## src/rtl/dbg_regfront_pkg.sv

```systemverilog
package dbg_regfront_pkg;

  // abstract command error codes
  typedef enum logic [2:0] {
    ERR_NONE    = 3'd0,
    ERR_BUSY    = 3'd1,
    ERR_NOSUP   = 3'd2,
    ERR_EXC     = 3'd3,
    ERR_HALTRES = 3'd4,
    ERR_BUS     = 3'd5,
    ERR_OTHER   = 3'd7
  } cmderr_e;

  localparam logic [6:0] A_DATA0 = 7'h04;
  localparam logic [6:0] A_CTRL  = 7'h10;
  localparam logic [6:0] A_STAT  = 7'h11;
  localparam logic [6:0] A_ACS   = 7'h16;
  localparam logic [6:0] A_CMD   = 7'h17;
  localparam logic [6:0] A_AUTO  = 7'h18;
  localparam logic [6:0] A_PROG0 = 7'h20;

  localparam logic [3:0] SPEC_VERSION = 4'd2;
  localparam int         SEL_W        = 10;

endpackage

```

## src/rtl/dbg_hartctl.sv

```systemverilog
module dbg_hartctl
  import dbg_regfront_pkg::*;
#(
  parameter int NHART  = 4,
  parameter int HIDX_W = 2
) (
  input  logic              clk,
  input  logic              rst_n,
  input  logic              ctl_wr,
  input  logic              wr_active,
  input  logic              wr_halt,
  input  logic              wr_resume,
  input  logic              wr_ndm,
  input  logic [SEL_W-1:0]  wr_sel,
  input  logic [NHART-1:0]  hart_halted_i,
  input  logic [NHART-1:0]  hart_rack_i,
  output logic [31:0]       ctl_rd,
  output logic [31:0]       stat_rd,
  output logic [HIDX_W-1:0] sel_idx,
  output logic              sel_halted,
  output logic [NHART-1:0]  halt_req_o,
  output logic [NHART-1:0]  resume_req_o,
  output logic              ndmreset_o
);

  logic             active_q, active_d;
  logic             halt_q, halt_d;
  logic             res_q, res_d;
  logic             ndm_q, ndm_d;
  logic [SEL_W-1:0] hsel_q, hsel_d;
  logic [NHART-1:0] pend_q, pend_d;
  logic [NHART-1:0] rack_q, rack_d;
  logic             sel_valid;
  logic             sel_rack;
  logic             sel_run;

  always_comb begin
    active_d = active_q;
    halt_d   = halt_q;
    res_d    = res_q;
    ndm_d    = ndm_q;
    hsel_d   = hsel_q;
    pend_d   = pend_q;
    rack_d   = rack_q;
    if (ctl_wr) begin
      active_d = wr_active;
      halt_d   = wr_active & wr_halt;
      res_d    = wr_active & wr_resume;
      ndm_d    = wr_active & wr_ndm;
      hsel_d   = wr_active ? wr_sel : '0;
    end
    for (int h = 0; h < NHART; h++) begin
      if (hart_rack_i[h]) begin
        pend_d[h] = 1'b0;
        rack_d[h] = 1'b1;
      end
      if (ctl_wr && wr_active && wr_resume && (wr_sel == SEL_W'(h))) begin
        pend_d[h] = 1'b1;
        rack_d[h] = 1'b0;
      end
    end
  end

  always_ff @(posedge clk or negedge rst_n) begin
    if (!rst_n) begin
      active_q <= 1'b0;
      halt_q   <= 1'b0;
      res_q    <= 1'b0;
      ndm_q    <= 1'b0;
      hsel_q   <= '0;
      pend_q   <= '0;
      rack_q   <= '0;
    end else begin
      active_q <= active_d;
      halt_q   <= halt_d;
      res_q    <= res_d;
      ndm_q    <= ndm_d;
      hsel_q   <= hsel_d;
      pend_q   <= pend_d;
      rack_q   <= rack_d;
    end
  end

  assign sel_valid  = hsel_q < SEL_W'(NHART);
  assign sel_idx    = hsel_q[HIDX_W-1:0];
  assign sel_halted = sel_valid && hart_halted_i[sel_idx];
  assign sel_run    = sel_valid && !hart_halted_i[sel_idx];
  assign sel_rack   = sel_valid && rack_q[sel_idx];

  generate
    for (genvar h = 0; h < NHART; h++) begin : g_halt
      assign halt_req_o[h] = halt_q && (hsel_q == SEL_W'(h));
    end
  endgenerate

  assign resume_req_o = pend_q;
  assign ndmreset_o   = ndm_q;

  assign ctl_rd  = {halt_q, res_q, 4'b0, hsel_q, 14'b0, ndm_q, active_q};
  assign stat_rd = {14'b0, sel_rack, sel_rack, !sel_valid, !sel_valid, 2'b00,
                    sel_run, sel_run, sel_halted, sel_halted, 1'b1, 3'b0,
                    SPEC_VERSION};

endmodule

```

## src/rtl/dbg_cmdeng.sv

```systemverilog
module dbg_cmdeng
  import dbg_regfront_pkg::*;
#(
  parameter int NHART  = 4,
  parameter int DATA_N = 2,
  parameter int PROG_N = 2,
  parameter int HIDX_W = 2
) (
  input  logic              clk,
  input  logic              rst_n,
  input  logic              clear,
  input  logic              cmd_wr,
  input  logic              cs_wr,
  input  logic              auto_wr,
  input  logic              relaunch,
  input  logic              busy_err,
  input  logic [31:0]       wdata,
  input  logic [HIDX_W-1:0] sel_idx,
  input  logic              sel_halted,
  input  logic [NHART-1:0]  hart_done_i,
  output logic              busy,
  output logic [2:0]        cmderr,
  output logic [DATA_N-1:0] auto_data,
  output logic [PROG_N-1:0] auto_prog,
  output logic [NHART-1:0]  cmd_go_o,
  output logic [31:0]       cmd_word_o,
  output logic [31:0]       acs_rd,
  output logic [31:0]       auto_rd
);

  logic              busy_q, busy_d;
  cmderr_e           err_q, err_d;
  logic [HIDX_W-1:0] own_q, own_d;
  logic [31:0]       cmd_q, cmd_d;
  logic [DATA_N-1:0] ad_q, ad_d;
  logic [PROG_N-1:0] ap_q, ap_d;
  logic [NHART-1:0]  go_q, go_d;
  logic [31:0]       cmd_eval;
  logic              launch;
  logic              bad_xfer;

  assign cmd_eval = cmd_wr ? wdata : cmd_q;
  assign launch   = cmd_wr | relaunch;
  assign bad_xfer = cmd_eval[17] &&
                    ((cmd_eval[15:0] < 16'h1000) || (cmd_eval[15:0] > 16'h101F) ||
                     ((cmd_eval[22:20] != 3'd2) && (cmd_eval[22:20] != 3'd3)));

  always_comb begin
    busy_d = busy_q;
    err_d  = err_q;
    own_d  = own_q;
    cmd_d  = cmd_q;
    ad_d   = ad_q;
    ap_d   = ap_q;
    go_d   = '0;
    if (busy_q && hart_done_i[own_q]) busy_d = 1'b0;
    if (clear) begin
      busy_d = 1'b0;
      err_d  = ERR_NONE;
      cmd_d  = '0;
      ad_d   = '0;
      ap_d   = '0;
    end else begin
      if (cmd_wr) cmd_d = wdata;
      if (cs_wr) err_d = cmderr_e'(err_q & ~wdata[10:8]);
      if (auto_wr) begin
        ad_d = wdata[DATA_N-1:0];
        ap_d = wdata[16 +: PROG_N];
      end
      if (busy_err && (err_q == ERR_NONE)) err_d = ERR_BUSY;
      if (launch && (err_q == ERR_NONE)) begin
        if (busy_q)                     err_d = ERR_BUSY;
        else if (cmd_eval[31:24] != '0) err_d = ERR_NOSUP;
        else if (!sel_halted)           err_d = ERR_HALTRES;
        else if (bad_xfer)              err_d = ERR_NOSUP;
        else begin
          busy_d        = 1'b1;
          own_d         = sel_idx;
          go_d[sel_idx] = 1'b1;
        end
      end
    end
  end

  always_ff @(posedge clk or negedge rst_n) begin
    if (!rst_n) begin
      busy_q <= 1'b0;
      err_q  <= ERR_NONE;
      own_q  <= '0;
      cmd_q  <= '0;
      ad_q   <= '0;
      ap_q   <= '0;
      go_q   <= '0;
    end else begin
      busy_q <= busy_d;
      err_q  <= err_d;
      own_q  <= own_d;
      cmd_q  <= cmd_d;
      ad_q   <= ad_d;
      ap_q   <= ap_d;
      go_q   <= go_d;
    end
  end

  assign busy       = busy_q;
  assign cmderr     = err_q;
  assign auto_data  = ad_q;
  assign auto_prog  = ap_q;
  assign cmd_go_o   = go_q;
  assign cmd_word_o = cmd_q;
  assign acs_rd     = {3'b0, 5'(PROG_N), 11'b0, busy_q, 1'b0, err_q, 4'b0, 4'(DATA_N)};
  assign auto_rd    = {{(16-PROG_N){1'b0}}, ap_q, {(16-DATA_N){1'b0}}, ad_q};

endmodule

```

## src/rtl/dbg_bufarr.sv

```systemverilog
module dbg_bufarr #(
  parameter int NWORD = 2,
  parameter int IDX_W = 1
) (
  input  logic             clk,
  input  logic             rst_n,
  input  logic             wr_en,
  input  logic [IDX_W-1:0] idx,
  input  logic [31:0]      wdata,
  output logic [31:0]      rd_data
);

  logic [31:0] mem_q [NWORD];

  generate
    for (genvar w = 0; w < NWORD; w++) begin : g_word
      always_ff @(posedge clk or negedge rst_n) begin
        if (!rst_n) mem_q[w] <= '0;
        else if (wr_en && (idx == IDX_W'(w))) mem_q[w] <= wdata;
      end
    end
  endgenerate

  assign rd_data = mem_q[idx];

endmodule

```

## src/rtl/dbg_regfront.sv

```systemverilog
module dbg_regfront
  import dbg_regfront_pkg::*;
#(
  parameter int NHART  = 4,
  parameter int DATA_N = 2,
  parameter int PROG_N = 2
) (
  input  logic              clk_i,
  input  logic              rst_ni,
  input  logic              req_i,
  input  logic              we_i,
  input  logic [6:0]        addr_i,
  input  logic [31:0]       wdata_i,
  output logic              rsp_valid_o,
  output logic [31:0]       rdata_o,
  output logic              rsp_err_o,
  input  logic [NHART-1:0]  hart_halted_i,
  input  logic [NHART-1:0]  hart_resume_ack_i,
  input  logic [NHART-1:0]  hart_cmd_done_i,
  output logic [NHART-1:0]  halt_req_o,
  output logic [NHART-1:0]  resume_req_o,
  output logic              ndmreset_o,
  output logic [NHART-1:0]  cmd_go_o,
  output logic [31:0]       cmd_word_o
);

  localparam int HIDX_W = (NHART  > 1) ? $clog2(NHART)  : 1;
  localparam int DIDX_W = (DATA_N > 1) ? $clog2(DATA_N) : 1;
  localparam int PIDX_W = (PROG_N > 1) ? $clog2(PROG_N) : 1;

  // reset: asserted asynchronously, released on the clock
  logic [1:0] rst_sync_q;
  logic       rst_n;
  always_ff @(posedge clk_i or negedge rst_ni) begin
    if (!rst_ni) rst_sync_q <= 2'b00;
    else         rst_sync_q <= {rst_sync_q[0], 1'b1};
  end
  assign rst_n = rst_sync_q[1];

  logic [6:0]        off_d, off_p;
  logic              is_data, is_prog;
  logic [DIDX_W-1:0] didx;
  logic [PIDX_W-1:0] pidx;
  logic [31:0]       rd, ctl_rd, stat_rd, acs_rd, auto_rd, data_rd, prog_rd;
  logic              err, dwr, pwr, ctl_wr, cs_wr, cmd_wr, auto_wr, relaunch, busy_err;
  logic              busy, sel_halted;
  logic [2:0]        cmderr;
  logic [HIDX_W-1:0] sel_idx;
  logic [DATA_N-1:0] auto_data;
  logic [PROG_N-1:0] auto_prog;

  assign off_d   = addr_i - A_DATA0;
  assign off_p   = addr_i - A_PROG0;
  assign is_data = (addr_i >= A_DATA0) && (off_d < 7'(DATA_N));
  assign is_prog = (addr_i >= A_PROG0) && (off_p < 7'(PROG_N));
  assign didx    = off_d[DIDX_W-1:0];
  assign pidx    = off_p[PIDX_W-1:0];

  always_comb begin
    rd       = '0;
    err      = 1'b0;
    dwr      = 1'b0;
    pwr      = 1'b0;
    ctl_wr   = 1'b0;
    cs_wr    = 1'b0;
    cmd_wr   = 1'b0;
    auto_wr  = 1'b0;
    relaunch = 1'b0;
    busy_err = 1'b0;
    if (req_i) begin
      if (is_data) begin
        if (busy) begin
          rd       = '1;
          busy_err = 1'b1;
        end else begin
          rd       = data_rd;
          dwr      = we_i;
          relaunch = auto_data[didx];
        end
      end else if (is_prog) begin
        if (busy) begin
          rd = '1;
        end else begin
          rd       = prog_rd;
          pwr      = we_i;
          relaunch = auto_prog[pidx];
        end
      end else begin
        unique case (addr_i)
          A_CTRL: begin rd = ctl_rd;  ctl_wr  = we_i; end
          A_STAT: begin rd = stat_rd; err     = we_i; end
          A_ACS:  begin rd = acs_rd;  cs_wr   = we_i; end
          A_CMD:  begin               cmd_wr  = we_i; end
          A_AUTO: begin rd = auto_rd; auto_wr = we_i; end
          default: err = 1'b1;
        endcase
      end
    end
  end

  dbg_hartctl #(.NHART(NHART), .HIDX_W(HIDX_W)) u_hartctl (
    .clk          (clk_i),
    .rst_n        (rst_n),
    .ctl_wr       (ctl_wr),
    .wr_active    (wdata_i[0]),
    .wr_halt      (wdata_i[31]),
    .wr_resume    (wdata_i[30]),
    .wr_ndm       (wdata_i[1]),
    .wr_sel       (wdata_i[25:16]),
    .hart_halted_i(hart_halted_i),
    .hart_rack_i  (hart_resume_ack_i),
    .ctl_rd       (ctl_rd),
    .stat_rd      (stat_rd),
    .sel_idx      (sel_idx),
    .sel_halted   (sel_halted),
    .halt_req_o   (halt_req_o),
    .resume_req_o (resume_req_o),
    .ndmreset_o   (ndmreset_o)
  );

  dbg_cmdeng #(.NHART(NHART), .DATA_N(DATA_N), .PROG_N(PROG_N), .HIDX_W(HIDX_W)) u_cmdeng (
    .clk        (clk_i),
    .rst_n      (rst_n),
    .clear      (ctl_wr && !wdata_i[0]),
    .cmd_wr     (cmd_wr),
    .cs_wr      (cs_wr),
    .auto_wr    (auto_wr),
    .relaunch   (relaunch),
    .busy_err   (busy_err),
    .wdata      (wdata_i),
    .sel_idx    (sel_idx),
    .sel_halted (sel_halted),
    .hart_done_i(hart_cmd_done_i),
    .busy       (busy),
    .cmderr     (cmderr),
    .auto_data  (auto_data),
    .auto_prog  (auto_prog),
    .cmd_go_o   (cmd_go_o),
    .cmd_word_o (cmd_word_o),
    .acs_rd     (acs_rd),
    .auto_rd    (auto_rd)
  );

  dbg_bufarr #(.NWORD(DATA_N), .IDX_W(DIDX_W)) u_data (
    .clk(clk_i), .rst_n(rst_n), .wr_en(dwr), .idx(didx), .wdata(wdata_i), .rd_data(data_rd)
  );

  dbg_bufarr #(.NWORD(PROG_N), .IDX_W(PIDX_W)) u_prog (
    .clk(clk_i), .rst_n(rst_n), .wr_en(pwr), .idx(pidx), .wdata(wdata_i), .rd_data(prog_rd)
  );

  logic        rsp_v_q;
  logic [31:0] rdata_q;
  logic        err_q;
  always_ff @(posedge clk_i or negedge rst_n) begin
    if (!rst_n) begin
      rsp_v_q <= 1'b0;
      rdata_q <= '0;
      err_q   <= 1'b0;
    end else begin
      rsp_v_q <= req_i;
      if (req_i) begin
        rdata_q <= rd;
        err_q   <= err;
      end
    end
  end

  assign rsp_valid_o = rsp_v_q;
  assign rdata_o     = rdata_q;
  assign rsp_err_o   = err_q;

endmodule

```

## config.mk

```make
export PLATFORM = sky130hd
export DESIGN_NAME = dbg_regfront
export DESIGN_NICKNAME = d
export VERILOG_FILES = /design/src/rtl/dbg_regfront_pkg.sv /design/src/rtl/dbg_hartctl.sv /design/src/rtl/dbg_cmdeng.sv /design/src/rtl/dbg_bufarr.sv /design/src/rtl/dbg_regfront.sv
export SDC_FILE = /design/constraint.sdc
export NUM_CORES = 1
export LEC_CHECK = 0
export ABC_AREA = 1
export CAP_MARGIN = 10
export CORE_UTILIZATION = 55
export DETAILED_ROUTE_END_ITERATION = 16
export PLACE_DENSITY = 0.88
export SYNTH_ARGS = -nofsm -noshare
export SYNTH_HDL_FRONTEND = slang
export SYNTH_SLANG_ARGS = --single-unit
```

## constraint.sdc

```tcl
create_clock -name clk_i -period 10.6 [get_ports clk_i]
set_input_delay 2.12 -clock clk_i [delete_from_list [all_inputs] [get_ports clk_i]]
set_output_delay 2.12 -clock clk_i [all_outputs]
set_load 0.03 [all_outputs]
```

Word level (Yosys, flattened, before mapping)

Index checks and enable logic that the tools add are counted.

Flip-flop bits (word level): 232
Input port bits: 55
Memory bits (read-only): 0
Bits in writable memories: 0
Memories: 0
Latch bits: 0

Mux-type cells: 100
Reductions and logical operators: 43
Bitwise gates (word level): 14
Divide/modulo/power cells: 0
$add $sub $neg: 2
Magnitude comparators: 14
Shifts and indexed selects: 0
Equality and inequality tests: 13
Multiply operators: 0

Operator list:

| operator                                                                             | count |
|---|---|
| 32-bit 2-to-1 mux                                                                    | 12 |
| 32-bit case mux with 4 select lines                                                  | 1 |
| 1-bit 2-to-1 mux                                                                     | 63 |
| 10-bit by 2-bit equality test with 1-bit output (second input constant)              | 4 |
| 7-bit by 5-bit equality test with 1-bit output (second input constant)               | 5 |
| 1-bit logical AND                                                                    | 26 |
| 3-bit 2-to-1 mux                                                                     | 8 |
| 4-bit 2-to-1 mux                                                                     | 6 |
| 10-bit by 1-bit equality test with 1-bit output (second input constant)              | 2 |
| 10-bit logical NOT                                                                   | 2 |
| 16-bit by 13-bit > comparator with 1-bit output (second input constant)              | 1 |
| 16-bit by 13-bit less-than comparator with 1-bit output (second input constant)      | 1 |
| 7-bit by 2-bit less-than comparator with 1-bit output (second input constant)        | 2 |
| 2-bit nonzero test                                                                   | 6 |
| 10-bit by 3-bit less-than comparator with 1-bit output (second input constant)       | 1 |
| 10-bit 2-to-1 mux                                                                    | 1 |
| 2-bit 2-to-1 mux                                                                     | 4 |
| 8-bit nonzero test                                                                   | 1 |
| 7-bit by 3-bit greater-or-equal comparator with 1-bit output (second input constant) | 1 |
| 7-bit by 6-bit greater-or-equal comparator with 1-bit output (second input constant) | 1 |
| 7-bit by 3-bit subtractor with 7-bit output (second input constant)                  | 1 |
| 7-bit by 6-bit subtractor with 7-bit output (second input constant)                  | 1 |
| 1-bit binary-select mux with 2-bit select                                            | 3 |
| 2-bit by 3-bit less-than comparator with 1-bit output (second input constant)        | 2 |
| other kinds (17)                                                                     | 31 |

Depth between registers and ports, before layout

Gate-level depths: netlist of the first run.

Depth in word-level cells: 17
Mapped depth: 18

By module

Synthesis of the first run repeated with hierarchy kept, for this count alone.

Cells, all modules: 1907
Area total of the unflattened synthesis: 13686.9 um^2

Modules (own cells, without submodules):

| module       | seq. area each (um^2) | area each (um^2) | times used | cells an instance |
|---|---|---|---|---|
| dbg_bufarr   | 1601.5                | 2951.6           | 2          | 382 |
| dbg_regfront | 900.9                 | 3653.5           | 1          | 631 |
| dbg_cmdeng   | 1151.1                | 2595.0           | 1          | 315 |
| dbg_hartctl  | 550.5                 | 1535.2           | 1          | 197 |

Least setup slack after synthesis of the first run

OpenSTA, ideal clock, no wires.

Path type: input -> register
From: in addr_i[3]
To: reg u_cmdeng.own_q[0]
Data required time: 10483 ps
Slack: 6802 ps
Stages on the path: 16
Arrival: 3681 ps
Cells stage by stage: inv_1 ha_1 nand2_1 nor2_4 nand4_4 buf_6 nand2_1 o21ai_1 nor2_1 nand3_1 nor2_2 nand2_2 nor2_4 nand2_4 nand2_1 nand2_1

Cells in the longest elaborated chain, start to end: 13

Ends and longest elaborated chain:

| what                                                                            | line                               | text |
|---|---|---|
| start, declared                                                                 | dbg_regfront.sv:12                 | `input logic [6:0] addr_i,` |
| 7-bit by 6-bit subtractor with 7-bit output                                     | dbg_regfront.sv:53                 | `assign off_p = addr_i - A_PROG0;` |
| 7-bit by 2-bit less-than comparator with 1-bit output                           | dbg_regfront.sv:55                 | `assign is_prog = (addr_i >= A_PROG0) && (off_p < 7'(PROG_N));` |
| 1-bit logical AND                                                               | dbg_regfront.sv:55                 |  |
| 1-bit 2-to-1 mux                                                                | dbg_regfront.sv:80                 | `end else if (is_prog) begin` |
| 1-bit 2-to-1 mux                                                                | dbg_regfront.sv:71                 | `if (is_data) begin` |
| 1-bit 2-to-1 mux                                                                | dbg_regfront.sv:70                 | `if (req_i) begin` |
| 32-bit 2-to-1 mux                                                               | n/a                                |  |
| 16-bit by 13-bit less-than comparator with 1-bit output (tied with other cells) | dbg_cmdeng.sv:45                   | `((cmd_eval[15:0] < 16'h1000) \|\| (cmd_eval[15:0] > 16'h101F) \|\|` |
| 1-bit logical OR / 1-bit logical AND (equally long branches)                    | dbg_cmdeng.sv:45, dbg_cmdeng.sv:46 |  |
| 1-bit logical OR                                                                | dbg_cmdeng.sv:45                   |  |
| 1-bit logical AND                                                               | dbg_cmdeng.sv:44                   | `assign bad_xfer = cmd_eval[17] &&` |
| 1-bit NOT (no line)                                                             | n/a                                |  |
| 6-bit AND reduction (no line) *                                                 | n/a                                |  |
| end signal, assigned                                                            | dbg_cmdeng.sv:97                   | `own_q <= own_d;` |
| end, declared                                                                   | dbg_cmdeng.sv:33                   | `logic [HIDX_W-1:0] own_q, own_d;` |

Mark *: on every way between the ends. The rest lies on a longest branch, timed or not. The select of a mux whose other input is x is not followed.
A chain may end at the register's enable or synchronous reset.

Final worst setup path of the first run

From: in addr_i[0]
To: reg u_cmdeng.cmd_q[23] (netlist: u_cmdeng.cmd_word_o[23])

Cells in the longest elaborated chain, start to end: 8

Ends and longest elaborated chain:

| what                                                           | line                | text |
|---|---|---|
| 7-bit by 6-bit subtractor with 7-bit output                    | dbg_regfront.sv:53  |  |
| 7-bit by 2-bit less-than comparator with 1-bit output          | dbg_regfront.sv:55  |  |
| 1-bit logical AND                                              | dbg_regfront.sv:55  |  |
| 1-bit 2-to-1 mux                                               | dbg_regfront.sv:80  |  |
| 1-bit 2-to-1 mux                                               | dbg_regfront.sv:71  |  |
| 1-bit 2-to-1 mux                                               | dbg_regfront.sv:70  |  |
| 1-bit logical AND                                              | dbg_regfront.sv:124 | `.clear (ctl_wr && !wdata_i[0]),` |
| 32-bit 2-to-1 mux / 2-bit nonzero test (equally long branches) | n/a                 |  |
| end signal, assigned                                           | dbg_cmdeng.sv:98    | `cmd_q <= cmd_d;` |
| end, declared                                                  | dbg_cmdeng.sv:34    | `logic [31:0] cmd_q, cmd_d;` |

Parallel ways exist; a longest one is shown, timed or not.

==> impl_metrics.prom, run 1 <==
# TYPE chip_impl_metric gauge
chip_impl_metric{name="placeableCoreArea",unit="um2"} 19500
chip_impl_metric{name="postSynth.asyncResetShare",unit="%"} 100
chip_impl_metric{name="netlist_instances",unit=""} 1297
chip_impl_metric{name="place.gp.congestion",unit=""} 0.881
chip_impl_metric{name="final_cells",unit=""} 1678
chip_impl_metric{name="die_height",unit="um"} 143
chip_impl_info{name="timing.critical_path.slowest_stage_cell",value="sky130_fd_sc_hd__nor2_1"} 1
chip_impl_metric{name="synth_area_per_cell",unit="um2"} 8.41
chip_impl_info{name="cts_root_buffer",value="sky130_fd_sc_hd__clkbuf_16"} 1
chip_impl_metric{name="avgViaCountPerCell",unit=""} 5.76
chip_impl_metric{name="diodes",unit=""} 0
chip_impl_metric{name="drt_first_pass_iters",unit=""} 6
chip_impl_metric{name="path_clk_slew",unit="ps"} 60
chip_impl_metric{name="maxSlewViolCount",unit=""} 0
chip_impl_metric{name="timing.final.crit_period",unit="ps"} 5630
chip_impl_metric{name="setup.reg_to_reg.worst_slack",unit="ps"} 7910
chip_impl_metric{name="ios",unit=""} 134
chip_impl_metric{name="final_critical_path_setup_slack",unit="ps"} 4970
chip_impl_info{name="final_common_cell",value="sky130_fd_sc_hd__nand2_1"} 1
chip_impl_metric{name="synth_sequential_area_ratio",unit="%"} 53.3
chip_impl_metric{name="grt_start_max_net_pins",unit=""} 87
chip_impl_info{name="unrepaired_setup_endpoints_after_global_routing",value="no"} 1
chip_impl_info{name="most-common-layout-cells",value="sky130_fd_sc_hd__nand2_1 (332), sky130_fd_sc_hd__dfrtp_1 (231), sky130_fd_sc_hd__inv_1 (188)"} 1
chip_impl_info{name="worstHoldPathType",value="reg2async"} 1
chip_impl_metric{name="place_inst",unit=""} 1641
chip_impl_metric{name="critPathArrivalTime",unit="ps"} 6020
chip_impl_metric{name="clock.fmax",unit="MHz"} 178
chip_impl_metric{name="timing.max_cap.violations",unit=""} 0
chip_impl_metric{name="dp_slack",unit="ps"} 4570
chip_impl_info{name="timing.critical_path.from_type",value="primary input"} 1
chip_impl_metric{name="grt_first_pass_wirelength",unit="um"} 48300
chip_impl_metric{name="setup_viol",unit=""} 0
chip_impl_metric{name="numCtsBuffers",unit=""} 24
chip_impl_metric{name="grt.overflow.total",unit=""} 0
chip_impl_metric{name="worstMarginPinSlew",unit="ps"} 1280
chip_impl_metric{name="detail_route_antenna_nets",unit=""} 0
chip_impl_metric{name="worst_r2r_path_depth",unit=""} 6
chip_impl_metric{name="final.setup_skew",unit="ps"} 17.7
chip_impl_metric{name="finalNetCount",unit=""} 1461
chip_impl_info{name="synth_ff_type",value="sky130_fd_sc_hd__dfrtp_1"} 1
chip_impl_metric{name="peak_fanout_along_the_critical_path",unit=""} 86
chip_impl_metric{name="via_count",unit=""} 9667
chip_impl_metric{name="die_width",unit="um"} 143
chip_impl_metric{name="post_synth_design_cell_area",unit="um2"} 10900
chip_impl_metric{name="p_leak",unit="nW"} 6.56
chip_impl_metric{name="syn_nets",unit=""} 1356
chip_impl_metric{name="htreeDepth",unit=""} 1
chip_impl_metric{name="synth-warning-count",unit=""} 0
chip_impl_metric{name="power_density_cells",unit="nW/um2"} 152
chip_impl_metric{name="tns",unit="ps"} 0
chip_impl_metric{name="clkLatencyLatePin",unit="ps"} 520
chip_impl_metric{name="globalRouteTotalUtil",unit="%"} 30.8
chip_impl_metric{name="floorplan.initialDensity",unit="%"} 56.0
chip_impl_metric{name="yosys.cell_types.count",unit=""} 43
chip_impl_metric{name="clkSinkCount",unit=""} 232
chip_impl_metric{name="postRouteWirelength",unit="um"} 30700
chip_impl_metric{name="fp-row-count",unit=""} 51
chip_impl_metric{name="peak_supply_drop",unit="mV"} 0.123
chip_impl_metric{name="slew-limit-headroom",unit="%"} 14.3
chip_impl_metric{name="synth_to_final_area_change",unit="%"} 20.1
chip_impl_metric{name="cts_buffer_depth",unit=""} 3
chip_impl_metric{name="worst_ep_required_time",unit="ps"} 10990
chip_impl_metric{name="initial_antenna_violation_count",unit=""} 0
chip_impl_metric{name="worst_path_largest_cell_delay",unit="ps"} 860
chip_impl_metric{name="avgRoutedWirePerCell",unit="um"} 18.3
chip_impl_metric{name="drive_above_1_share",unit="%"} 5.02
chip_impl_metric{name="grt_pass1_vias",unit=""} 9305
chip_impl_metric{name="synth-edff-count",unit=""} 0
chip_impl_info{name="outcome",value="finished clean"} 1
chip_impl_info{name="cts_tree",value="built"} 1
chip_impl_metric{name="cts.repair_timing.setup_buffer_count",unit=""} 0
chip_impl_info{name="path_cells",value="buf_2 -> buf_4 -> inv_4 -> nand2_1 -> nor2_2 -> nand4_1 -> nor2_1 -> inv_2 -> nand2_1 -> inv_2 -> a22oi_1 -> inv_1"} 1
chip_impl_metric{name="initialDrtViolationCount",unit=""} 1203
chip_impl_metric{name="hpwlAfterDp",unit="um"} 20200
chip_impl_metric{name="post_detailed_route_drc_marker_count",unit=""} 0
chip_impl_metric{name="total_count_of_hold_check_failures_in_the_final_report",unit=""} 0
chip_impl_metric{name="cts_repair_resize_count",unit=""} 0
chip_impl_info{name="setup.worst_path.class",value="in2reg"} 1
chip_impl_info{name="crit_path_end_kind",value="flop"} 1
chip_impl_metric{name="floorplan_die_area",unit="um2"} 20400
chip_impl_metric{name="synth.ff_latch_count",unit=""} 232
chip_impl_metric{name="io_buffers",unit=""} 133
chip_impl_metric{name="cts_hold_buffers",unit=""} 0
chip_impl_metric{name="final_period_util",unit="%"} 53.1
-- synthesized netlist by cell type (14+ instances only) --
cell | number | area, um2
sky130_fd_sc_hd__inv_1 | 188 | 706
sky130_fd_sc_hd__o21ai_0 | 123 | 616
sky130_fd_sc_hd__o211ai_1 | 18 | 135
sky130_fd_sc_hd__nand4_1 | 15 | 93.8
sky130_fd_sc_hd__a21oi_1 | 65 | 325
sky130_fd_sc_hd__nor2_1 | 66 | 248
sky130_fd_sc_hd__nand2_1 | 332 | 1250
sky130_fd_sc_hd__dfrtp_1 | 232 | 5810
sky130_fd_sc_hd__a22oi_1 | 14 | 105
sky130_fd_sc_hd__mux2i_1 | 50 | 500
sky130_fd_sc_hd__nand3_1 | 44 | 220
sky130_fd_sc_hd__clkbuf_1 | 42 | 158
-- logic make-up (layout without fill, tap and decap cells) --
family / after synthesis / after routing / share of synthesized area (%)
DFF: 232 / 232 / 53.3
buffers and inverters: 262 / 378 / 9.56
AOI/OAI and AO/OA: 264 / 264 / 13.5
adders and majority gates: 4 / 4 / 0.459
other: 1 / 1 / 0.0344
xor gates and xnor gates: 1 / 1 / 0.0804
and+or+nand+nor: 483 / 483 / 18.5
muxes: 50 / 50 / 4.59
-- final cells by class --
type                    count  area, um2
fillers                  1484       6370
flip-flops and latches    232       5810
multi-input cells         803       4070
repair buffers            145       1420
inverters                 196        738
clock buffers              35        693
well taps                 265        332
clock inverters             2       35.0
-- through the flow --
step                utilization, %  hold slack [ps]  total power, mW  area (um2)
floorplan                        -              331             1.10       10900
global placement              63.5              307             1.20       12400
detailed placement            63.5              308             1.20       12400
CTS                           67.3              314             2.00       13100
global route                  67.3              345             2.06       13100
finish                        67.3              291             1.99       13100
-- worst max-delay path, delay by kind of cell --
kind	cells	cell delay (ps)
and+or+nand+nor	5	2050
buffers and inverters	6	1670
AOI/OAI and AO/OA	1	140
-- final timing paths --
path / endpoint / startpoint
worst max-delay path: u_cmdeng.cmd_word_o[23] / addr_i[0]
worst min-delay path: u_data.mem_q[62] / rst_sync_q[1]
worst max register to register: u_data.mem_q[32] / u_cmdeng.busy
worst min register to register: u_data.mem_q[62] / rst_sync_q[1]
max in group asynchronous: rdata_o[9] / rst_sync_q[1]
min in group clk_i: rst_sync_q[1] / rst_sync_q[0]
-- metal layers --
| metal | vias to the layer above | global-route usage, % | share of wire, % |
|---|---|---|---|
| met5 | - | 0 | 0 |
| met4 | 0 | 12.5 | 3.0 |
| met3 | 94 | 7.04 | 11 |
| met2 | 583 | 47.4 | 46 |
| met1 | 4625 | 42.3 | 40 |
| li1 | 4365 | - | - |
-- registers in the layout, summed over array words and instances (netlist names), 3 cells and up --
register / count
u_prog.mem_q: 64
u_cmdeng.cmd_go_o: 4
u_data.mem_q: 64
rdata_o: 32
u_hartctl.resume_req_o: 4
u_cmdeng.cmderr: 3
u_hartctl.hsel_q: 10
u_hartctl.rack_q: 4
u_cmdeng.cmd_word_o: 32
-- power breakdown --
| group | leakage, nW | switching [mW] | internal [mW] |
|---|---|---|---|
| Clock | 0.356 | 0.329 | 0.471 |
| Combinational | 3.17 | 0.146 | 0.0847 |
| Sequential | 3.04 | 0.0310 | 0.932 |
(Power assumes the default switching activity.)
==> inputs of run 2 (changes only) <==
==> constraint.sdc (replaced) <==
create_clock -name clk_i -period 5.8 [get_ports clk_i]
set_input_delay 1.16 -clock clk_i [delete_from_list [all_inputs] [get_ports clk_i]]
set_output_delay 1.16 -clock clk_i [all_outputs]
set_load 0.03 [all_outputs]
==> run 2 against run 1 <==
Worst setup slack lost 3400 ps; via count grew 0.99%; critical path type unchanged; die area is the same; count of clock-buffer cells in the layout grew 2.
==> impl_metrics.prom, run 2 (synthesized netlist as in run 1, its figures left out) <==
# TYPE chip_impl_metric gauge
chip_impl_info{name="outcome",value="finished clean"} 1
chip_impl_metric{name="die_height",unit="um"} 143
chip_impl_metric{name="dp_slack",unit="ps"} 1130
chip_impl_metric{name="multiInputGateArea",unit="um2"} 4070
chip_impl_metric{name="n_fill_cell",unit=""} 1444
chip_impl_metric{name="hpwlAfterDp",unit="um"} 20000
chip_impl_info{name="setup.worst_path.class",value="in2reg"} 1
chip_impl_metric{name="finalPower",unit="mW"} 3.59
chip_impl_metric{name="final_period_util",unit="%"} 73.6
chip_impl_metric{name="clkSinkCount",unit=""} 232
chip_impl_info{name="timing.critical_path.slowest_stage_cell",value="sky130_fd_sc_hd__nor3_4"} 1
chip_impl_metric{name="setup_viol",unit=""} 0
chip_impl_metric{name="peak_fanout_along_the_critical_path",unit=""} 23
chip_impl_metric{name="finalNetCount",unit=""} 1465
chip_impl_metric{name="timing.final.crit_period",unit="ps"} 4270
chip_impl_metric{name="cts.repair_timing.setup_buffer_count",unit=""} 0
chip_impl_info{name="worst_r2r_startpoint",value="u_cmdeng.busy"} 1
chip_impl_metric{name="post_detailed_route_drc_marker_count",unit=""} 0
chip_impl_metric{name="cts_buffer_depth",unit=""} 3
chip_impl_info{name="path_cells",value="clkdlybuf4s50_1 -> inv_1 -> ha_1 -> nor3b_1 -> nand2_1 -> nor2_1 -> inv_1 -> nor3_4 -> buf_4 -> mux2i_1 -> inv_1"} 1
chip_impl_metric{name="grt.overflow.total",unit=""} 0
chip_impl_metric{name="diodes",unit=""} 0
chip_impl_metric{name="initialDrtViolationCount",unit=""} 1177
chip_impl_metric{name="drive_above_1_share",unit="%"} 5.14
chip_impl_metric{name="initial_antenna_violation_count",unit=""} 1
chip_impl_metric{name="seq_area",unit="um2"} 5810
chip_impl_metric{name="numCtsBuffers",unit=""} 24
chip_impl_info{name="crit_family",value="simple AND/OR/NAND/NOR gates"} 1
chip_impl_metric{name="htreeDepth",unit=""} 1
chip_impl_metric{name="placeableCoreArea",unit="um2"} 19500
chip_impl_metric{name="critPathArrivalTime",unit="ps"} 4660
chip_impl_info{name="cts_root_buffer",value="sky130_fd_sc_hd__clkbuf_16"} 1
chip_impl_metric{name="via_count",unit=""} 9763
chip_impl_info{name="most-common-layout-cells",value="sky130_fd_sc_hd__nand2_1 (332), sky130_fd_sc_hd__dfrtp_1 (231), sky130_fd_sc_hd__inv_1 (188)"} 1
chip_impl_info{name="timing.critical_path.from_type",value="primary input"} 1
chip_impl_metric{name="dpl_cell_area",unit="um2"} 12400
chip_impl_metric{name="grt_start_max_net_pins",unit=""} 202
chip_impl_metric{name="timing.max_cap.violations",unit=""} 0
chip_impl_metric{name="place.gp.congestion",unit=""} 0.891
chip_impl_info{name="worstHoldPathType",value="reg2async"} 1
chip_impl_metric{name="final_cells",unit=""} 1684
chip_impl_metric{name="worst_ep_required_time",unit="ps"} 6190
chip_impl_metric{name="detail_route_antenna_nets",unit=""} 0
chip_impl_metric{name="avgViaCountPerCell",unit=""} 5.80
chip_impl_metric{name="p_leak",unit="nW"} 6.58
chip_impl_metric{name="drt_first_pass_iters",unit=""} 5
chip_impl_metric{name="finish.instance_area",unit="um2"} 13100
chip_impl_metric{name="maxSlewViolCount",unit=""} 0
chip_impl_metric{name="floorplan_die_area",unit="um2"} 20400
chip_impl_metric{name="cts_hold_buffers",unit=""} 0
chip_impl_metric{name="globalRouteTotalUtil",unit="%"} 31.5
chip_impl_metric{name="cts_repair_resize_count",unit=""} 0
chip_impl_metric{name="peak_supply_drop",unit="mV"} 0.210
chip_impl_metric{name="final_critical_path_setup_slack",unit="ps"} 1530
chip_impl_metric{name="slew-limit-headroom",unit="%"} 26.3
chip_impl_metric{name="grt_pass1_vias",unit=""} 9429
chip_impl_metric{name="tns",unit="ps"} 0
chip_impl_metric{name="number_of_buffers_and_inverters_on_the_critical_path",unit=""} 5
chip_impl_info{name="final_common_cell",value="sky130_fd_sc_hd__nand2_1"} 1
chip_impl_metric{name="avgRoutedWirePerCell",unit="um"} 18.4
chip_impl_metric{name="worstMarginPinSlew",unit="ps"} 1100
chip_impl_info{name="critPathMostFrequentCell",value="sky130_fd_sc_hd__inv_1"} 1
chip_impl_metric{name="die_width",unit="um"} 143
chip_impl_metric{name="postRouteWirelength",unit="um"} 31100
chip_impl_metric{name="floorplan.initialDensity",unit="%"} 56.0
chip_impl_info{name="cts_tree",value="built"} 1
chip_impl_metric{name="fin_worst_hold_slack",unit="ps"} 264
chip_impl_metric{name="clkLatencyLatePin",unit="ps"} 510
chip_impl_metric{name="layout.core_utilization",unit="%"} 67.5
chip_impl_metric{name="path_clk_slew",unit="ps"} 50
chip_impl_metric{name="synth_to_final_area_change",unit="%"} 20.5
chip_impl_metric{name="fp-row-count",unit=""} 51
chip_impl_metric{name="power_density_cells",unit="nW/um2"} 273
chip_impl_metric{name="worst_path_largest_cell_delay",unit="ps"} 620
chip_impl_metric{name="final.setup_skew",unit="ps"} 16.3
chip_impl_info{name="unrepaired_setup_endpoints_after_global_routing",value="no"} 1
chip_impl_metric{name="ios",unit=""} 134
chip_impl_metric{name="clock.fmax",unit="MHz"} 234
chip_impl_metric{name="place_inst",unit=""} 1645
chip_impl_metric{name="io_buffers",unit=""} 133
chip_impl_info{name="critical_path.startpoint",value="addr_i[2]"} 1
chip_impl_info{name="crit_path_end_kind",value="flop"} 1
chip_impl_metric{name="total_count_of_hold_check_failures_in_the_final_report",unit=""} 0
chip_impl_info{name="layout_top_registers",value="u_data.mem_q: 64 flops, u_prog.mem_q: 64 flops"} 1
chip_impl_metric{name="grt_first_pass_wirelength",unit="um"} 49300
## run 2: metal layers
| metal | part of all wire [%] | track usage, % | up-vias |
|---|---|---|---|
| li1 | - | - | 4381 |
| met1 | 39 | 42.9 | 4601 |
| met2 | 45 | 48.9 | 672 |
| met3 | 12 | 7.14 | 107 |
| met4 | 3.9 | 12.6 | 2 |
| met5 | 0.042 | 0 | - |
## run 2: where the power goes
| group | internal, mW | switching [mW] |
|---|---|---|
| clock | 0.810 | 0.597 |
| combinational | 0.157 | 0.271 |
| sequential | 1.70 | 0.0540 |
## run 2: final timing paths
check                           cells past startpoint  slack [ps]                  end
worst max-delay path                               11        1530     u_data.mem_q[21]
worst min-delay path                                0         260     u_data.mem_q[14]
worst max register to register                      7        3350     u_data.mem_q[21]
worst min register to register                      0         260     u_data.mem_q[14]
max in group asynchronous                           1        4100  u_hartctl.rack_q[2]
min in group clk_i                                  0         350        rst_sync_q[1]
## run 2: area by class of cell
type	instances	area share, %
flip-flops and latches	232	44.2
clock inverters	2	0.0762
well taps	265	2.52
inverters	196	5.62
repair buffers	149	11.3
clock buffers	37	5.26
multi-input cells	803	31.0
==> inputs of run 3 (changes only) <==
==> constraint.sdc (replaced) <==
create_clock -name clk_i -period 4 [get_ports clk_i]
set_input_delay 0.8 -clock clk_i [delete_from_list [all_inputs] [get_ports clk_i]]
set_output_delay 0.8 -clock clk_i [all_outputs]
set_load 0.03 [all_outputs]
==> run 3 against run 2 <==
Die area unchanged; register-to-register slack got worse by 1400 ps; clock power increased by 57%; cell count increased by 0.77%; clock skew decreased by 7.7 ps; first-iteration DRC count increased by 1.7%; sequential power increased by 45%; critical path depth decreased by 5; worst hold slack improved by 87 ps; flip-flop and latch count unchanged; critical endpoint is now halt_req_o[0]; largest cell class unchanged.
==> impl_metrics.prom, run 3 (synthesized netlist as in run 1, its figures left out) <==
# TYPE chip_impl_metric gauge
chip_impl_metric{name="path_clk_slew",unit="ps"} 70
chip_impl_metric{name="clkSinkCount",unit=""} 232
chip_impl_metric{name="cts_buffer_depth",unit=""} 3
chip_impl_info{name="critPathMostFrequentCell",value="sky130_fd_sc_hd__nor2_1"} 1
chip_impl_metric{name="die_height",unit="um"} 143
chip_impl_info{name="outcome",value="finished clean"} 1
chip_impl_metric{name="p_leak",unit="nW"} 6.67
chip_impl_info{name="cts_root_buffer",value="sky130_fd_sc_hd__clkbuf_16"} 1
chip_impl_metric{name="setup_viol",unit=""} 0
chip_impl_metric{name="maxSlewViolCount",unit=""} 0
chip_impl_metric{name="post_detailed_route_drc_marker_count",unit=""} 0
chip_impl_metric{name="grt_pass1_vias",unit=""} 9417
chip_impl_metric{name="die_width",unit="um"} 143
chip_impl_metric{name="final_period_util",unit="%"} 81.2
chip_impl_metric{name="initialDrtViolationCount",unit=""} 1197
chip_impl_metric{name="power_density_cells",unit="nW/um2"} 405
chip_impl_metric{name="floorplan.initialDensity",unit="%"} 56.0
chip_impl_metric{name="worstMarginPinSlew",unit="ps"} 1080
chip_impl_metric{name="cts.repair_timing.setup_buffer_count",unit=""} 0
chip_impl_metric{name="drt_first_pass_iters",unit=""} 6
chip_impl_info{name="cts_tree",value="built"} 1
chip_impl_metric{name="synth_to_final_area_change",unit="%"} 21.8
chip_impl_metric{name="slew-limit-headroom",unit="%"} 28.3
chip_impl_metric{name="grt_start_max_net_pins",unit=""} 85
chip_impl_metric{name="hpwlAfterDp",unit="um"} 20700
chip_impl_metric{name="diodes",unit=""} 0
chip_impl_metric{name="final.setup_skew",unit="ps"} 8.68
chip_impl_metric{name="avgRoutedWirePerCell",unit="um"} 18.7
chip_impl_metric{name="globalRouteTotalUtil",unit="%"} 32.1
chip_impl_metric{name="peak_supply_drop",unit="mV"} 0.261
chip_impl_info{name="worstHoldPathType",value="reg2reg"} 1
chip_impl_metric{name="placeableCoreArea",unit="um2"} 19500
chip_impl_metric{name="floorplan_die_area",unit="um2"} 20400
chip_impl_metric{name="grt.overflow.total",unit=""} 0
chip_impl_info{name="setup.worst_path.class",value="reg2out"} 1
chip_impl_info{name="timing.critical_path.from_type",value="flop"} 1
chip_impl_metric{name="worst_path_largest_cell_delay",unit="ps"} 690
chip_impl_info{name="final_common_cell",value="sky130_fd_sc_hd__nand2_1"} 1
chip_impl_metric{name="postRouteWirelength",unit="um"} 31700
chip_impl_metric{name="io_buffers",unit=""} 133
chip_impl_metric{name="ios",unit=""} 134
chip_impl_metric{name="avgViaCountPerCell",unit=""} 5.72
chip_impl_info{name="most-common-layout-cells",value="sky130_fd_sc_hd__nand2_1 (332), sky130_fd_sc_hd__dfrtp_1 (231), sky130_fd_sc_hd__inv_1 (188)"} 1
chip_impl_metric{name="numCtsBuffers",unit=""} 23
chip_impl_metric{name="detail_route_antenna_nets",unit=""} 0
chip_impl_metric{name="cts_hold_buffers",unit=""} 0
chip_impl_info{name="crit_path_end_kind",value="output port"} 1
chip_impl_metric{name="initial_antenna_violation_count",unit=""} 0
chip_impl_info{name="layout_top_registers",value="u_data.mem_q: 64 flops, u_prog.mem_q: 64 flops"} 1
chip_impl_info{name="path_cells",value="nor2_1 -> nand4_1 -> inv_1 -> nand2_1 -> nor2_1 -> clkdlybuf4s50_1"} 1
chip_impl_info{name="timing.critical_path.slowest_stage_cell",value="sky130_fd_sc_hd__clkdlybuf4s50_1"} 1
chip_impl_metric{name="tns",unit="ps"} 0
chip_impl_metric{name="peak_fanout_along_the_critical_path",unit=""} 4
chip_impl_metric{name="timing.final.crit_period",unit="ps"} 3250
chip_impl_metric{name="clock.fmax",unit="MHz"} 308
chip_impl_metric{name="critPathArrivalTime",unit="ps"} 2450
chip_impl_metric{name="total_count_of_hold_check_failures_in_the_final_report",unit=""} 0
chip_impl_metric{name="htreeDepth",unit=""} 1
chip_impl_metric{name="fp-row-count",unit=""} 51
chip_impl_metric{name="drive_above_1_share",unit="%"} 6.63
chip_impl_metric{name="place.gp.congestion",unit=""} 0.926
chip_impl_metric{name="clkLatencyLatePin",unit="ps"} 520
chip_impl_metric{name="via_count",unit=""} 9711
chip_impl_info{name="unrepaired_setup_endpoints_after_global_routing",value="no"} 1
chip_impl_metric{name="layout.core_utilization",unit="%"} 68.2
chip_impl_metric{name="finalNetCount",unit=""} 1477
chip_impl_metric{name="cts_repair_resize_count",unit=""} 0
chip_impl_metric{name="timing.max_cap.violations",unit=""} 0
chip_impl_metric{name="worst_ep_required_time",unit="ps"} 3200
chip_impl_metric{name="grt_first_pass_wirelength",unit="um"} 49900
run 3: path summary, 6_finish.rpt:
check                                    start  slack (ps)               end  depth (start not counted)
max                        u_hartctl.hsel_q[4]         750     halt_req_o[0]                          6
min                              rst_sync_q[0]         350     rst_sync_q[1]                          0
max reg2reg                      u_cmdeng.busy        1920       rdata_o[12]                          7
min reg2reg                      rst_sync_q[0]         350     rst_sync_q[1]                          0
max in group asynchronous        rst_sync_q[1]        2490  u_prog.mem_q[28]                          1
min in group asynchronous               rst_ni         440     rst_sync_q[1]                          1
run 3: report_power, final:
| part | switching [mW] | total [mW] | internal, mW |
|---|---|---|---|
| registers | 0.0882 | 2.56 | 2.47 |
| clock network | 0.922 | 2.21 | 1.29 |
| logic | 0.386 | 0.618 | 0.232 |
| total | 1.40 | 5.39 | 3.99 |
run 3: cell type report:
type,count,area (um2)
Multi-Input combinational cell,803,4070
Clock inverter,9,103
Fill cell,1421,6180
Tap cell,265,332
Clock buffer,30,662
Timing Repair Buffer,162,1570
Inverter,196,738
Sequential cell,232,5810
run 3: worst max-delay path, delay by kind of cell (launching register included):
kind                   cells  cell delay, ps
buffers and inverters      2             830
DFF                        1             420
and+or+nand+nor            4             670
run 3: through the flow:
stage               worst slack [ps]  std cells  total power [mW]  hold slack, ps  instance area (um2)
global placement                 547       1658              3.18             335                12500
detailed placement               448       1658              3.20             340                12500
floorplan                        188       1297              2.93             331                10900
finish                           752       1697              5.39             351                13300
CTS                              731       1697              5.39             355                13300
global route                     639       1697              5.56             365                13300
run 3: metal layers:
layer  vias to the layer above  global-route usage (%)  share of wire (%)
met1                      4621                    43.5                 41
met4                         0                    13.6                3.3
met3                        85                    6.20                 10
met5                         -                       0                  0
li1                       4396                       -                  -
met2                       609                    50.6                 46
